### config.mk
export PLATFORM = sky130hd
export DESIGN_NAME = cfgport_top
export DESIGN_NICKNAME = d
export VERILOG_FILES = /design/src/rtl/cfgport_pkg.sv /design/src/rtl/cfgport_sync.sv /design/src/rtl/cfgport_shift.sv /design/src/rtl/cfgport_ctrl.sv /design/src/rtl/cfgport_latch.sv /design/src/rtl/cfgport_top.sv
export SDC_FILE = /design/constraint.sdc
export NUM_CORES = 1
export LEC_CHECK = 0
export CAP_MARGIN = 20
export CORE_AREA = 2 2 74 76
export DETAILED_ROUTE_END_ITERATION = 16
export DIE_AREA = 0 0 76 78
export GPL_TIMING_DRIVEN = 0
export PLACE_DENSITY = 0.75
export SYNTH_ARGS = -nofsm -noshare
export SYNTH_HDL_FRONTEND = slang
export SYNTH_HIERARCHICAL = 1
export SYNTH_SLANG_ARGS = --single-unit
### constraint.sdc
create_clock -name clk -period 1.92 [get_ports clk]
set_clock_uncertainty 0.2 [all_clocks]
set_input_delay 0.288 -clock clk [delete_from_list [all_inputs] [get_ports clk]]
set_output_delay 0.288 -clock clk [all_outputs]
set_load 0.005 [all_outputs]
### src/rtl/cfgport_pkg.sv
package cfgport_pkg;

    localparam int T_W  = 3;
    localparam int N_W  = 2;
    localparam int M_W  = 9;
    localparam int SR_W = T_W + N_W + M_W;

    typedef struct packed {
        logic [T_W-1:0] t;
        logic [N_W-1:0] n;
        logic [M_W-1:0] m;
    } cfg_t;

    typedef enum logic [2:0] {
        ST_PAR  = 3'b001,
        ST_IDLE = 3'b010,
        ST_SER  = 3'b100
    } ld_state_e;

endpackage

### src/rtl/cfgport_sync.sv
module cfgport_sync #(
    parameter int             W       = 4,
    parameter int             STAGES  = 2,
    parameter logic [W-1:0]   RST_VAL = '0
) (
    input  logic         clk,
    input  logic         rst_n,
    input  logic [W-1:0] d,
    output logic [W-1:0] q
);
    logic [W-1:0] chain [STAGES];

    generate
        for (genvar s = 0; s < STAGES; s++) begin : g_stage
            if (s == 0) begin : g_first
                always_ff @(posedge clk or negedge rst_n) begin
                    if (!rst_n) chain[0] <= RST_VAL;
                    else        chain[0] <= d;
                end
            end else begin : g_next
                always_ff @(posedge clk or negedge rst_n) begin
                    if (!rst_n) chain[s] <= RST_VAL;
                    else        chain[s] <= chain[s-1];
                end
            end
        end
    endgenerate

    assign q = chain[STAGES-1];
endmodule

### src/rtl/cfgport_shift.sv
module cfgport_shift
    import cfgport_pkg::*;
(
    input  logic            clk,
    input  logic            rst_n,
    input  logic            sclk_s,
    input  logic            sdat_s,
    output logic            sclk_rise,
    output logic [SR_W-1:0] sr_q,
    output cfg_t            sr_cfg
);
    logic sclk_d;

    always_ff @(posedge clk or negedge rst_n) begin
        if (!rst_n) sclk_d <= 1'b0;
        else        sclk_d <= sclk_s;
    end

    assign sclk_rise = sclk_s & ~sclk_d;

    // new bit enters at the top and walks toward bit 0
    always_ff @(posedge clk or negedge rst_n) begin
        if (!rst_n)         sr_q <= '0;
        else if (sclk_rise) sr_q <= {sdat_s, sr_q[SR_W-1:1]};
    end

    // the first bit sent ends at bit 0, so each field sits bit-reversed
    generate
        for (genvar i = 0; i < T_W; i++) begin : g_t
            assign sr_cfg.t[T_W-1-i] = sr_q[i];
        end
        for (genvar i = 0; i < N_W; i++) begin : g_n
            assign sr_cfg.n[N_W-1-i] = sr_q[T_W+i];
        end
        for (genvar i = 0; i < M_W; i++) begin : g_m
            assign sr_cfg.m[M_W-1-i] = sr_q[T_W+N_W+i];
        end
    endgenerate
endmodule

### src/rtl/cfgport_ctrl.sv
module cfgport_ctrl
    import cfgport_pkg::*;
(
    input  logic      clk,
    input  logic      rst_n,
    input  logic      pld_s,
    input  logic      sld_s,
    output ld_state_e state_q,
    output logic      ld_par,
    output logic      ld_ser
);
    ld_state_e state_nxt;

    always_comb begin
        state_nxt = state_q;
        unique case (state_q)
            ST_PAR:  if (pld_s) state_nxt = ST_IDLE;
            ST_IDLE: begin
                if (!pld_s)     state_nxt = ST_PAR;
                else if (sld_s) state_nxt = ST_SER;
            end
            ST_SER: begin
                if (!pld_s)      state_nxt = ST_PAR;
                else if (!sld_s) state_nxt = ST_IDLE;
            end
            default:             state_nxt = ST_IDLE;
        endcase
    end

    always_ff @(posedge clk or negedge rst_n) begin
        if (!rst_n) state_q <= ST_IDLE;
        else        state_q <= state_nxt;
    end

    always_comb begin
        ld_par = 1'b0;
        ld_ser = 1'b0;
        unique case (state_q)
            ST_PAR:  ld_par = 1'b1;
            ST_SER:  ld_ser = 1'b1;
            ST_IDLE: ;
            default: ;
        endcase
    end
endmodule

### src/rtl/cfgport_latch.sv
module cfgport_latch
    import cfgport_pkg::*;
(
    input  logic           clk,
    input  logic           rst_n,
    input  logic           ld_par,
    input  logic           ld_ser,
    input  logic [M_W-1:0] pin_m,
    input  logic [N_W-1:0] pin_n,
    input  cfg_t           sr_cfg,
    output cfg_t           cfg_q
);
    logic [M_W-1:0] pin_m_d;
    logic [N_W-1:0] pin_n_d;

    // one more stage keeps the pins in step with the state register
    always_ff @(posedge clk or negedge rst_n) begin
        if (!rst_n) begin
            pin_m_d <= '0;
            pin_n_d <= '0;
        end else begin
            pin_m_d <= pin_m;
            pin_n_d <= pin_n;
        end
    end

    always_ff @(posedge clk or negedge rst_n) begin
        if (!rst_n) begin
            cfg_q <= '0;
        end else if (ld_par) begin
            cfg_q.t <= '0;
            cfg_q.n <= pin_n_d;
            cfg_q.m <= pin_m_d;
        end else if (ld_ser) begin
            cfg_q <= sr_cfg;
        end
    end
endmodule

### src/rtl/cfgport_top.sv
module cfgport_top
    import cfgport_pkg::*;
#(
    parameter int SYNC_STAGES = 2
) (
    input  logic           clk,
    input  logic           rst_n,
    input  logic           ser_clk,
    input  logic           ser_dat,
    input  logic           ser_ld,
    input  logic           par_ld,
    input  logic [M_W-1:0] par_m,
    input  logic [N_W-1:0] par_n,
    output logic [T_W-1:0] test_sel,
    output logic [N_W-1:0] post_div,
    output logic [M_W-1:0] fb_div,
    output logic           ser_out
);
    localparam int IN_W = 4 + N_W + M_W;
    localparam logic [IN_W-1:0] IN_RST = {3'b000, 1'b1, {(N_W+M_W){1'b0}}};

    logic [IN_W-1:0] in_s;
    logic            sclk_s, sdat_s, sld_s, pld_s;
    logic [N_W-1:0]  pin_n_s;
    logic [M_W-1:0]  pin_m_s;
    logic            sclk_rise;
    logic [SR_W-1:0] sr_q;
    cfg_t            sr_cfg;
    cfg_t            cfg_q;
    ld_state_e       state_q;
    logic            ld_par, ld_ser;

    cfgport_sync #(
        .W       (IN_W),
        .STAGES  (SYNC_STAGES),
        .RST_VAL (IN_RST)
    ) u_sync (
        .clk   (clk),
        .rst_n (rst_n),
        .d     ({ser_clk, ser_dat, ser_ld, par_ld, par_n, par_m}),
        .q     (in_s)
    );

    assign {sclk_s, sdat_s, sld_s, pld_s, pin_n_s, pin_m_s} = in_s;

    cfgport_shift u_shift (
        .clk       (clk),
        .rst_n     (rst_n),
        .sclk_s    (sclk_s),
        .sdat_s    (sdat_s),
        .sclk_rise (sclk_rise),
        .sr_q      (sr_q),
        .sr_cfg    (sr_cfg)
    );

    cfgport_ctrl u_ctrl (
        .clk     (clk),
        .rst_n   (rst_n),
        .pld_s   (pld_s),
        .sld_s   (sld_s),
        .state_q (state_q),
        .ld_par  (ld_par),
        .ld_ser  (ld_ser)
    );

    cfgport_latch u_latch (
        .clk    (clk),
        .rst_n  (rst_n),
        .ld_par (ld_par),
        .ld_ser (ld_ser),
        .pin_m  (pin_m_s),
        .pin_n  (pin_n_s),
        .sr_cfg (sr_cfg),
        .cfg_q  (cfg_q)
    );

    assign test_sel = cfg_q.t;
    assign post_div = cfg_q.n;
    assign fb_div   = cfg_q.m;
    assign ser_out  = sr_q[0];
endmodule

==> flow_metrics.tcl, run 1 <==
set metrics [dict create \
    tritoncts "yes" \
    fin_crit_ns 1.787 \
    n_antenna_cell 0 \
    overflow 0 \
    cp_max_fo 3 \
    routed_wl_mm 3.622 \
    multiInputGateArea_um2 529.3 \
    area.sequential_um2 1831 \
    wire_per_inst_um 13.08 \
    gr-usage-all-layers_pct 14.32 \
    clk_pin_slew_worst_paths_ns 0.07 \
    critPathRequiredTime_ns 1.43 \
    grt_pass1_wl_mm 6.382 \
    start_util_pct 50.67 \
    nets 220 \
    syn_inst 160 \
    use_met3_pct 3.837 \
    placed_cells 261 \
    dr.pass1.iters 4 \
    leakage_nw 1.428 \
    cts_buffer_depth 2 \
    r2r_start "u_ctrl/state_q[0]" \
    relSlewSlack_pct 42.46 \
    worst_pin_slew_ns 0.8632 \
    ff2ff_setup_slack_ns 0.19 \
    io_buffers 31 \
    status "completed" \
    tns_ns 0 \
    hold_viol 0 \
    maxClockFrequency_mhz 559.7 \
    dp_hpwl_mm 2.352 \
    die_h_um 78 \
    cts-htree-levels 3 \
    gp_congestion 0.7579 \
    drive_gt1_share_pct 27.05 \
    final.period_utilization_pct 93.05 \
    fill_cells 371 \
    avgViaCountPerCell 4.570 \
    avgSynthCellArea_um2 15.97 \
    vias 1266 \
    yosys_warnings 6 \
    antenna_left 0 \
    reg2reg_depth 5 \
    drt_iter0_drc 133 \
    hold_class "reg -> reg" \
    drv_slew 0 \
    end_kind "primary output" \
    route.detailed.drc 0 \
    peakVddDrop_v 0.0007117 \
    finalSetupViolCount 0 \
    rsz0062_at_grt "no" \
    die_x_um 76 \
    fin_util_pct 62.68 \
    critPathMaxStageDelay_ns 0.48 \
    layout_commonest_cell "dfrtp_1" \
    synth_nets 177 \
    area_growth_pct 23.70 \
    cts_sinks 73 \
    cpMaxStageDelayCell "clkdlybuf4s50_1" \
    antenna_found_initial 0 \
    grtUsageMet2_pct 23.21 \
    final_area_um2 3161 \
    ios 32 \
    hp-start "u_sync/chain[25]" \
    stdcell_count 277 \
    cts_buffers 9 \
    die-area_um2 5928 \
    power_mw 4.143 \
    r2r-end "u_latch/cfg_q[7]" \
    cp-start-kind "flip-flop" \
    met1_usage_pct 16.31 \
    hold_end "u_sync/q[10]" \
    root_buffer "clkbuf_8" \
    fp-row-count 26 \
    syn-cell-area_um2 2555 \
    dpl_cell_area_um2 2950 \
    gr-max-usage-layer "met2" \
    cap_violations 0 \
    final_cell_mix "70 x dfrtp_1, 30 x clkdlybuf4s50_1, 17 x buf_4, 14 x mux2i_1" \
    clock_latency_ns 0.33 \
    core-area_um2 5042 \
    grt_max_degree 74 \
    crit_arrival_ns 1.30 \
    grt_pass1_vias 1388 \
    crit_chain "buf_4, clkdlybuf4s50_1" \
    whs_path_depth 0 \
    power_density_nw_per_um2 1311 \
    critical_path_class "reg -> out" \
]
-- cell type report --
class                   instances  share of cell area [%]
clock inverters                 3                   1.267
well taps                      70                   2.771
plain buffers                  22                   6.097
clock buffers                  12                   4.909
flip-flops and latches         73                   57.92
repair buffers                 32                   10.06
inverters                       2                  0.2375
multi-input cells              63                   16.75
-- worst max-delay path, delay by kind of cell, from the launching register on --
family                 cells  cell delay (ns)
flip-flops                 1             0.37
buffers and inverters      2             0.59
-- layer usage --
metal	up-vias	part of all wire (%)
li1	595	-
met1	637	41
met2	24	52
met3	10	3.4
met4	0	3.1
met5	-	0
-- power by group --
part	switching, mW	total, mW	internal, mW
sequential	0.219	2.08	1.86
combinational	0.320	0.893	0.573
clock	0.512	1.17	0.660
-- how the worst max path moves through the flow --
stage	start	to
final	u_shift/sr_q[0]	ser_out
after global placement	rst_n	u_shift/sr_q[6]
after detailed placement	u_ctrl/state_q[2]	u_latch/cfg_q[0]
after CTS	u_shift/sr_q[0]	ser_out
after global routing	u_ctrl/state_q[0]	u_latch/cfg_q[7]
after floorplan	u_ctrl/state_q[2]	u_latch/cfg_q[3]
-- state kept, by name, indices dropped and copies added, names as in the netlist --
register,count
u_ctrl/state_q,3
u_latch/cfg_q,14
u_latch/pin_m_d,9
u_latch/pin_n_d,2
u_shift/sclk_d,1
u_shift/sr_q,14
u_sync/chain,15
u_sync/q,15
-- repair_timing --
action                                 CTS  global route
resized for setup                        1             0
buffers inserted                         0             0
endpoints found under the hold margin   70             0
setup endpoints to repair               14             0
hold buffers                             1             0
-- per-stage QoR --
step                hold WS, ns  worst slack, ns
finish                   0.1477           0.1335
global route             0.1490          0.07384
CTS                      0.1348           0.1147
detailed placement       0.1347         -0.04728
global placement         0.1319           -1.786
floorplan               -0.2076           0.3842
Note: power is estimated with default switching activity, not from simulation.
==> run 2, diff against run 1 <==
- CAP_MARGIN: 20 -> 15
==> results of run 2 <==
Same layout as run 1: the final DEF is identical, and so are final timing and power.
